==> config.mk <==
export PLATFORM = sky130hd
export DESIGN_NAME = step_rate_gen
export DESIGN_NICKNAME = d
export VERILOG_FILES = /design/src/rtl/step_pkg.sv /design/src/rtl/step_stage.sv /design/src/rtl/step_phase.sv /design/src/rtl/step_seq.sv /design/src/rtl/step_rate_gen.sv
export SDC_FILE = /design/constraint.sdc
export NUM_CORES = 1
export LEC_CHECK = 0
export BUFFER_PORTS_ARGS = -buffer_cell sky130_fd_sc_hd__buf_2
export CORE_MARGIN = 5
export CORE_UTILIZATION = 50
export DETAILED_ROUTE_END_ITERATION = 8
export PLACE_DENSITY = 0.71
export SLEW_MARGIN = 20
export SYNTH_ARGS = -nofsm -noshare
export SYNTH_HDL_FRONTEND = slang
export SYNTH_SLANG_ARGS = --single-unit
==> constraint.sdc <==
create_clock -name clk -period 4.75 [get_ports clk]
set_input_delay 0.2375 -clock clk [delete_from_list [all_inputs] [get_ports clk]]
set_output_delay 0.2375 -clock clk [all_outputs]
set_load 0.1 [all_outputs]
==> src/rtl/step_pkg.sv <==
package step_pkg;
  typedef enum logic {ST_IDLE = 1'b0, ST_RUN = 1'b1} run_state_e;

  localparam logic [2:0] SEL_TRAVEL = 3'd0;
  localparam logic [2:0] SEL_BASE   = 3'd1;
  localparam logic [2:0] SEL_TOP    = 3'd2;
  localparam logic [2:0] SEL_UP     = 3'd3;
  localparam logic [2:0] SEL_DOWN   = 3'd4;
  localparam logic [2:0] SEL_DIV    = 3'd5;
endpackage

==> src/rtl/step_stage.sv <==
module step_stage #(
  parameter int SPD_W = 16,
  parameter int MUL_W = 12,
  parameter int POS_W = 28
) (
  input  logic             clk,
  input  logic             rst_n,
  input  logic             wr_en,
  input  logic [2:0]       wr_sel,
  input  logic [POS_W-1:0] wr_data,
  input  logic             commit,
  output logic [SPD_W-1:0] w_base,
  output logic [MUL_W-1:0] w_div,
  output logic [SPD_W-1:0] w_down,
  output logic [POS_W-1:0] s_mag,
  output logic             s_neg,
  output logic             s_top_bad
);
  import step_pkg::*;

  logic [POS_W-1:0] s_travel;
  logic [SPD_W-1:0] s_base, s_top, s_up, s_down;
  logic [MUL_W-1:0] s_div;
  logic [SPD_W-1:0] base_eff;
  logic [MUL_W-1:0] div_eff;

  always_ff @(posedge clk) begin
    if (!rst_n) begin
      s_travel <= '0;
      s_base   <= '0;
      s_top    <= '0;
      s_up     <= '0;
      s_down   <= '0;
      s_div    <= '0;
    end else if (wr_en) begin
      case (wr_sel)
        SEL_TRAVEL: s_travel <= wr_data;
        SEL_BASE:   s_base   <= wr_data[SPD_W-1:0];
        SEL_TOP:    s_top    <= wr_data[SPD_W-1:0];
        SEL_UP:     s_up     <= wr_data[SPD_W-1:0];
        SEL_DOWN:   s_down   <= wr_data[SPD_W-1:0];
        SEL_DIV:    s_div    <= wr_data[MUL_W-1:0];
        default: ;
      endcase
    end
  end

  always_comb begin
    base_eff  = (s_base == '0) ? SPD_W'(1) : s_base;
    div_eff   = (s_div < MUL_W'(2)) ? MUL_W'(2) : s_div;
    s_neg     = s_travel[POS_W-1];
    s_mag     = s_neg ? (~s_travel + POS_W'(1)) : s_travel;
    s_top_bad = (s_top <= base_eff);
  end

  always_ff @(posedge clk) begin
    if (!rst_n) begin
      w_base <= SPD_W'(1);
      w_div  <= MUL_W'(2);
      w_down <= '0;
    end else if (commit) begin
      w_base <= base_eff;
      w_div  <= div_eff;
      w_down <= (s_down == '0) ? s_up : s_down;
    end
  end

  // the working copy never carries an illegal rate or divider
  a_r5_clamped: assert property (@(posedge clk) disable iff (!rst_n)
    (w_base != '0) && (w_div >= MUL_W'(2)));

  // working values move only on a commit
  a_r1_hold: assert property (@(posedge clk) disable iff (!rst_n)
    !commit |=> $stable(w_base) && $stable(w_div) && $stable(w_down));
endmodule

==> src/rtl/step_phase.sv <==
module step_phase #(
  parameter int SPD_W = 16,
  parameter int MUL_W = 12
) (
  input  logic             clk,
  input  logic             rst_n,
  input  logic             clr,
  input  logic             en,
  input  logic [SPD_W-1:0] rate,
  input  logic [MUL_W-1:0] div,
  output logic             tick_raw
);
  localparam int ACC_W = SPD_W + MUL_W + 1;

  logic [ACC_W-1:0] acc, sum, lim;

  always_comb begin
    lim      = (ACC_W'(div) + ACC_W'(1)) << SPD_W;
    sum      = acc + ACC_W'(rate);
    tick_raw = en && (sum >= lim);
  end

  always_ff @(posedge clk) begin
    if (!rst_n || clr) acc <= '0;
    else if (en)       acc <= tick_raw ? (sum - lim) : sum;
  end

  // the kept remainder is always below one period
  a_r2_acc_bound: assert property (@(posedge clk) disable iff (!rst_n)
    acc < lim);

  // a divider of at least 2 keeps ticks three or more clocks apart
  a_r2_tick_spacing: assert property (@(posedge clk) disable iff (!rst_n)
    tick_raw |=> !tick_raw);
endmodule

==> src/rtl/step_seq.sv <==
module step_seq #(
  parameter int POS_W   = 28,
  parameter int HI_CLKS = 2
) (
  input  logic             clk,
  input  logic             rst_n,
  input  logic             start,
  input  logic             accel,
  input  logic             stop,
  input  logic [POS_W-1:0] s_mag,
  input  logic             s_neg,
  input  logic             s_top_bad,
  input  logic             tick_raw,
  output logic             accept,
  output logic             running,
  output logic             step,
  output logic             dir,
  output logic             done,
  output logic             cfg_err,
  output logic [POS_W-1:0] remaining
);
  import step_pkg::*;

  localparam int HI_W = $clog2(HI_CLKS + 1);

  run_state_e      state;
  logic [HI_W-1:0] hi_cnt;
  logic            stop_pend;
  logic            tick;
  logic            finish;

  always_comb begin
    running = (state == ST_RUN);
    accept  = start && !running && !(accel && s_top_bad);
    step    = (hi_cnt != '0);
    tick    = running && tick_raw && (remaining != '0) && !stop && !stop_pend;
    finish  = running && (hi_cnt == '0) &&
              ((remaining == '0) || stop || stop_pend);
  end

  always_ff @(posedge clk) begin
    if (!rst_n) begin
      state     <= ST_IDLE;
      hi_cnt    <= '0;
      stop_pend <= 1'b0;
      dir       <= 1'b0;
      done      <= 1'b0;
      cfg_err   <= 1'b0;
      remaining <= '0;
    end else begin
      done <= 1'b0;
      if (!running) begin
        if (start && accel && s_top_bad) begin
          cfg_err <= 1'b1;
        end else if (accept) begin
          cfg_err   <= 1'b0;
          dir       <= s_neg;
          remaining <= s_mag;
          stop_pend <= 1'b0;
          if (s_mag == '0) done  <= 1'b1;
          else             state <= ST_RUN;
        end
      end else begin
        if (stop) stop_pend <= 1'b1;
        if (tick) begin
          remaining <= remaining - POS_W'(1);
          hi_cnt    <= HI_W'(HI_CLKS);
        end else if (hi_cnt != '0) begin
          hi_cnt <= hi_cnt - HI_W'(1);
        end
        if (finish) begin
          state <= ST_IDLE;
          done  <= 1'b1;
        end
      end
    end
  end

  // a new pulse never starts while one is still high
  a_r3_no_overlap: assert property (@(posedge clk) disable iff (!rst_n)
    tick |-> hi_cnt == '0);

  // direction holds through a move
  a_r4_dir_stable: assert property (@(posedge clk) disable iff (!rst_n)
    running && $past(running) |-> $stable(dir));

  // a start during a move never reloads the count
  a_r8_start_ignored: assert property (@(posedge clk) disable iff (!rst_n)
    running && start |=> remaining <= $past(remaining));

  // a zero-length move ends at once without going busy
  a_r9_zero_move: assert property (@(posedge clk) disable iff (!rst_n)
    accept && s_mag == '0 |=> done && !running);

  // done lasts a single cycle
  a_r11_done_pulse: assert property (@(posedge clk) disable iff (!rst_n)
    done && !start |=> !done);

  // after an abort the count is frozen until the next start
  a_r10_frozen: assert property (@(posedge clk) disable iff (!rst_n)
    !running && !start |=> $stable(remaining));
endmodule

==> src/rtl/step_rate_gen.sv <==
module step_rate_gen #(
  parameter int SPD_W   = 16,
  parameter int MUL_W   = 12,
  parameter int POS_W   = 28,
  parameter int HI_CLKS = 2
) (
  input  logic             clk,
  input  logic             rst_n,
  input  logic             wr_en,
  input  logic [2:0]       wr_sel,
  input  logic [POS_W-1:0] wr_data,
  input  logic             start,
  input  logic             accel,
  input  logic             stop,
  output logic             step,
  output logic             dir,
  output logic             busy,
  output logic             done,
  output logic             cfg_err,
  output logic [POS_W-1:0] remaining,
  output logic [SPD_W-1:0] dec_rate
);
  logic [SPD_W-1:0] w_base;
  logic [MUL_W-1:0] w_div;
  logic [POS_W-1:0] s_mag;
  logic             s_neg, s_top_bad;
  logic             accept, tick_raw;

  step_stage #(.SPD_W(SPD_W), .MUL_W(MUL_W), .POS_W(POS_W)) stage_i (
    .clk(clk), .rst_n(rst_n), .wr_en(wr_en), .wr_sel(wr_sel),
    .wr_data(wr_data), .commit(accept), .w_base(w_base), .w_div(w_div),
    .w_down(dec_rate), .s_mag(s_mag), .s_neg(s_neg), .s_top_bad(s_top_bad)
  );

  step_phase #(.SPD_W(SPD_W), .MUL_W(MUL_W)) phase_i (
    .clk(clk), .rst_n(rst_n), .clr(accept), .en(busy),
    .rate(w_base), .div(w_div), .tick_raw(tick_raw)
  );

  step_seq #(.POS_W(POS_W), .HI_CLKS(HI_CLKS)) seq_i (
    .clk(clk), .rst_n(rst_n), .start(start), .accel(accel), .stop(stop),
    .s_mag(s_mag), .s_neg(s_neg), .s_top_bad(s_top_bad),
    .tick_raw(tick_raw), .accept(accept), .running(busy), .step(step),
    .dir(dir), .done(done), .cfg_err(cfg_err), .remaining(remaining)
  );

  // quiet outputs right after reset
  a_r12_reset: assert property (@(posedge clk)
    $past(!rst_n) |-> !busy && !step && !done && !cfg_err && remaining == '0);
endmodule

### Yosys cells after proc, flatten, opt, wreduce, memory -nomap -nowiden

Cells that the tools add are included.

* equal/unequal tests: 8
* magnitude comparators: 3
* muxes and demuxes: 26
* bitwise logic cells: 3
* add/sub/neg operators: 6
* reduce and logical (&&, ||, !) cells: 42

Operator list (number)
* $mux 28: 5
* $logic_not 28->1: 2
* $logic_not 16->1: 2
* $mux 16: 2
* $add 29x16->29: 1
* $ge 29x29->1: 1
* $mux 29: 1
* $sub 29x29->29: 1
* $add 28x1->28 const B: 1
* $not 28->28: 1
* $reduce_bool 28->1: 1
* $sub 28x1->28 const B: 1
* $le 16x16->1: 1
* $reduce_and 2->1: 8
* $mux 1: 15
* $add 12x1->13 const B: 1
* $logic_and 1x1->1: 12
* $lt 12x2->1 const B: 1
* $mux 12: 1
* $reduce_and 3->1: 3
* $reduce_bool 2->1: 4
* $eq 3x2->1 const B: 2
* $eq 3x3->1 const B: 2
* $logic_not 1->1: 5
* other kinds (9): 14

* output and inout bits: 49
* input port bits: 37
* logic and storage cells: 105
* register bits after elaboration: 212

### Longest topological paths before layout

* depth after elaboration: 9
* depth in mapped cells: 22
* mapped depth without buffers: 21

### Modules after synthesis

From an unflattened synthesis, not the netlist that was laid out.

* cells, all modules: 1513
* area total of the unflattened synthesis: 12243.0 um^2

By module, submodules not included
* step_stage: cells each 775, instances 1, sequential area each 2962.8 um^2, area each 6567.5 um^2
* step_phase: cells each 433, instances 1, sequential area each 580.6 um^2, area each 3395.8 um^2
* step_seq: cells each 305, instances 1, sequential area each 700.7 um^2, area each 2279.7 um^2

### Worst setup path after synthesis

Ideal clock, no wire load.

* path type: register to register
* start: reg phase_i.acc[0]
* end: reg seq_i.remaining[22]
* clock period less this slack: 5.249 ns
* library setup time: 0.117 ns
* required time: 4.633 ns
* setup slack: -0.499 ns
* stages on the path, launching flop included: 22
* arrival: 5.131 ns
* buffers on the path: 2
* path through: dfxtp_1 > ha_1 > inv_1 > fa_1 > nor2b_1 > o311a_1 > o21ai_0 > a21oi_1 > o211ai_1 > a2111oi_0 > xor2_1 > ha_1 > nand4_1 > or4_1 > or4_1 > a2111oi_0 > nand4_1 > o211ai_1 > buf_2 > buf_4 > nand2_1 > a32o_1

* cells in the longest elaborated chain, start to end: 9

RTL lines
* from (decl): line step_phase.sv:15 `logic [ACC_W-1:0] acc, sum, lim;`
* from (signal assigned): line step_phase.sv:25 `else if (en) acc <= tick_raw ? (sum - lim) : sum;`
* $add 29x16->29: line step_phase.sv:19 `sum = acc + ACC_W'(rate);`
* $ge 29x29->1: line step_phase.sv:20 `tick_raw = en && (sum >= lim);`
* $logic_and 1x1->1: line step_phase.sv:20
* $logic_and 1x1->1 (4 in series): line step_seq.sv:36 `tick = running && tick_raw && (remaining != '0) && !stop && !stop_pend;`
* $ne 2x2->1 (no source line)
* $reduce_and 3->1 (no source line)
* to (signal assigned): line step_seq.sv:58 `remaining <= s_mag;`
* to (signal assigned): line step_seq.sv:66 `remaining <= remaining - POS_W'(1);`
* to (decl): line step_seq.sv:20 `output logic [POS_W-1:0] remaining`

Every way passes these cells.
A chain may end at the register's enable or synchronous reset.

### Worst setup path in the final report

* start: reg stage_i.w_base[6]
* end: reg seq_i.remaining[5]

* cells in the longest elaborated chain, start to end: 9

RTL lines
* from (decl): line step_stage.sv:12 `output logic [SPD_W-1:0] w_base,`
* from (signal assigned): line step_stage.sv:62 `w_base <= base_eff;`
* $add 29x16->29: line step_phase.sv:19
* $ge 29x29->1: line step_phase.sv:20
* $logic_and 1x1->1: line step_phase.sv:20
* $logic_and 1x1->1 (4 in series): line step_seq.sv:36
* $ne 2x2->1 (no source line)
* $reduce_and 3->1 (no source line)

Every way passes these cells.

==> impl_metrics.csv <==
group,metric,value,unit
clock_tree,cts_root_buffer,"clkbuf_16",
power_and_ir_drop,vdd_drop_max,0.367,mV
synthesis,synth_flop_cell,"dfxtp_1",
global_routing,grt_pass1_vias,11072,
finish,fillers,2081,
global_routing,met3_usage,5.27,%
synthesis,syn-cell-area,12000,µm²
synthesis,ys_ff_latch,212,
global_routing,grt_remaining_overflow,0,
synthesis,synth-seq-area-share,35.4,%
finish,fin_area,14700,µm²
power_and_ir_drop,p_int,3.92,mW
routing,drc,0,
timing,setup_slack,-0.489,ns
routing,firstDrtPassIters,7,
routing,ant_nets,0,
timing,fmax,191,MHz
worst_setup_path,critPathRequiredTime,5.14,ns
synthesis,yosysUniqueCellTypes,79,
synthesis,netlist_top_cells_count,"286 x nand2_1, 212 x dfxtp_1, 185 x a21oi_1, 122 x nor2_1, 74 x clkbuf_1",
routing,postRouteWirelength,35900,µm
synthesis,syn_avg_cell_area,7.76,µm²
timing,tightest_slew,0.983,ns
worst_setup_path,cp.arrival,5.62,ns
timing,final-hold-violation-count,0,
worst_hold_path,holdCritPathClass,"input port to register",
finish,fin_nets,1776,
global_routing,antenna_found_initial,0,
power_and_ir_drop,p_seq_share,32.0,%
run_status,violations,"negative setup slack",
timing,holdWs,0.0115,ns
timing,tns,-16.99,ns
die,start_util,50.9,%
worst_setup_path,cp-start-kind,"register",
power_and_ir_drop,combPwrFrac,35.2,%
global_routing,met2_usage,40.3,%
timing,rsz0062_at_grt,"true",
global_routing,grtUsageMet1,36.1,%
power_and_ir_drop,p_sw,2.19,mW
worst_setup_path,crit_type,"register to register",
die,dieArea,27200,µm²
clock_tree,htree_levels,1,
synthesis,synth_area_leaders,"dfxtp_1 35%, nand2_1 9.0%, a21oi_1 7.7%",
power_and_ir_drop,clock_power_share,32.8,%
routing,num_vias,11816,
finish,layout-drive-gt1-share,17.3,%
global_routing,globalRouteTotalUtil,25.9,%
routing,viasPerCell,5.84,
timing,finalCriticalPeriod,5.24,ns
die,dieHeight,165,µm
clock_tree,cts_tree,"yes",
run_status,status,"finished, violations left",
synthesis,synth_edf_count,0,
place,port_buffers,85,
clock_tree,clockBufferDepth,3,
routing,first_iter_violations,1045,
synthesis,async_flop_share,0,%
routing,wire_per_inst,17.7,µm
synthesis,yosysMostFrequentCell,"nand2_1",
power_and_ir_drop,power_leakage,5.86,nW
die,core,23500,µm²
synthesis,yosysWarningCount,0,
synthesis,synth_area_leader_cell,"dfxtp_1",
die,die-width,165,µm
clock_tree,clkLatencyLatePin,0.54,ns
synthesis,netlist_instances,1543,
place,place_congestion,0.916,
worst_setup_path,r2r_cells,20,
timing,slew_headroom,34.2,%
worst_setup_path,cp-end-kind,"register",
clock_tree,cts_buffers,24,
global_routing,grt_pass1_wl,57400,µm
global_routing,grt_max_degree,113,
timing,maxSlewViolCount,0,
place,place_area,13300,µm²
die,io_pins,86,
die,fp-row-count,56,
timing,fin_crit_sh,110,%
worst_hold_path,holdPathStages,3,
timing,fin_worst_skew,0.0240,ns
clock_tree,clk_pin_slew,0.06,ns
synthesis,syn-num-nets,1632,
global_routing,grt_busiest_layer,"met2",
place,hpwl,24600,µm
run,drv_cap,0,
timing,setup_viol,43,
synthesis,synth_top_cell_area_share,35.4,%
power_and_ir_drop,p_per_area,415,nW/µm²
power_and_ir_drop,swShare,35.8,%
finish,area_growth,23.0,%
worst_setup_path,crit_fanout,8,
clock_tree,clock_sinks,212,
## power groups by stage
| stage | clock network (mW) | registers [mW] | logic, mW |
|---|---|---|---|
| after floorplan | 0 | 2.29 | 1.01 |
| after global placement | 0 | 1.99 | 1.75 |
| after detailed placement | 0 | 1.99 | 1.77 |
| after CTS | 2.03 | 1.95 | 2.09 |
| after global routing | 2.11 | 1.97 | 2.28 |
| final | 2.00 | 1.96 | 2.15 |
## logic make-up after synthesis
logic type | count (synthesis) | synth area share [%]
xor gates and xnor gates | 61 | 4.52
buffers and inverters | 139 | 4.54
DFF | 212 | 35.4
AOI/OAI and AO/OA | 411 | 21.9
adders and majority gates | 52 | 5.56
muxes | 59 | 4.95
and+or+nand+nor | 609 | 23.1
## placed cells by master, fill, tap and decap left out, types with 5 or more instances in the layout
| cell | n |
|---|---|
| a211o_1 | 7 |
| a211oi_1 | 32 |
| a21o_1 | 14 |
| a21oi_1 | 180 |
| a21oi_2 | 6 |
| a31oi_1 | 9 |
| a32o_1 | 5 |
| a32oi_1 | 5 |
| and3_1 | 8 |
| buf_16 | 5 |
| buf_2 | 85 |
| buf_4 | 95 |
| clkbuf_1 | 5 |
| clkbuf_16 | 24 |
| clkbuf_8 | 5 |
| dfxtp_1 | 209 |
| dlygate4sd3_1 | 15 |
| ha_1 | 46 |
| inv_1 | 49 |
| mux2i_1 | 56 |
| nand2_1 | 285 |
| nand2b_1 | 14 |
| nand3_1 | 33 |
| nand4_1 | 17 |
| nor2_1 | 119 |
| nor2b_1 | 16 |
| nor3_1 | 32 |
| nor4_1 | 19 |
| o211ai_1 | 6 |
| o21a_1 | 12 |
| o21ai_0 | 40 |
| o221ai_1 | 5 |
| o22ai_1 | 5 |
| o2bb2ai_1 | 5 |
| o311ai_0 | 5 |
| o31ai_1 | 7 |
| or3_1 | 22 |
| or4_1 | 7 |
| xnor2_1 | 27 |
| xor2_1 | 33 |
## critical path, cell delays in order, from the launching register on
cell,delay (ns)
dfxtp_1,0.31
ha_1,0.38
and3_1,0.21
nand2_1,0.08
a21o_1,0.20
a21o_1,0.18
a21o_1,0.24
a211oi_1,0.37
xnor2_1,0.19
ha_1,0.34
nand4_1,0.12
or4_4,0.53
or4_4,0.50
a2111oi_4,0.19
nand4_1,0.22
buf_4,0.22
a21oi_4,0.22
buf_6,0.17
buf_16,0.13
o211a_1,0.18
a21oi_1,0.07
## state kept, by name, indices dropped and copies added (netlist names)
register and count:
phase_i.acc 29, seq_i.remaining 28, stage_i.s_travel 28, stage_i.s_base 16
stage_i.s_down 16, stage_i.s_top 16, stage_i.s_up 16, stage_i.w_base 16
stage_i.w_down 16, stage_i.s_div 12, stage_i.w_div 12, seq_i.hi_cnt 2
seq_i.cfg_err 1, seq_i.dir 1, seq_i.done 1, seq_i.running 1
seq_i.stop_pend 1
## final cells by class
type | instances | area [µm²] | area share (%)
multi-input combinational | 1192 | 7510 | 51.0
sequential | 212 | 4250 | 28.8
timing repair buffer | 206 | 1520 | 10.3
clock buffer | 34 | 688 | 4.67
tap | 319 | 399 | 2.71
inverter | 51 | 194 | 1.32
clock inverter | 9 | 173 | 1.17
antenna | 1 | 2.50 | 0.0170
## routing by layer
layer	up-vias	routed length, µm
met5	-	0
met4	0	1150
met3	75	2710
met2	411	16000
met1	5534	16000
li1	5796	-
## repair_timing
action                     4_1_cts  5_1_grt
hold endpoints to repair        17        0
resized for setup               30       23
setup buffers                    6        3
setup endpoints to repair       43       43
hold buffers                    15        0
pin swaps                       11       17
gates cloned                     6        0
## through the flow
| stage | setup slack [ns] | power [mW] | util (%) | cells |
|---|---|---|---|---|
| after floorplan | -0.149 | 3.30 | - | 1543 |
| after global placement | -0.405 | 3.74 | 56.3 | 1951 |
| after detailed placement | -0.533 | 3.75 | 56.3 | 1951 |
| after CTS | -0.426 | 6.07 | 62.1 | 2021 |
| after global routing | -0.699 | 6.36 | 62.6 | 2023 |
| final | -0.489 | 6.11 | 62.6 | 2024 |
## worst paths after layout
kind	slack, ns	to	start
worst min register to register	0.45	stage_i.s_up[14]	stage_i.s_up[14]
worst max-delay path	-0.49	seq_i.remaining[5]	stage_i.w_base[6]
worst min-delay path	0.01	stage_i.s_up[5]	wr_data[5]
worst max register to register	-0.49	seq_i.remaining[5]	stage_i.w_base[6]
(Power assumes the default switching activity.)
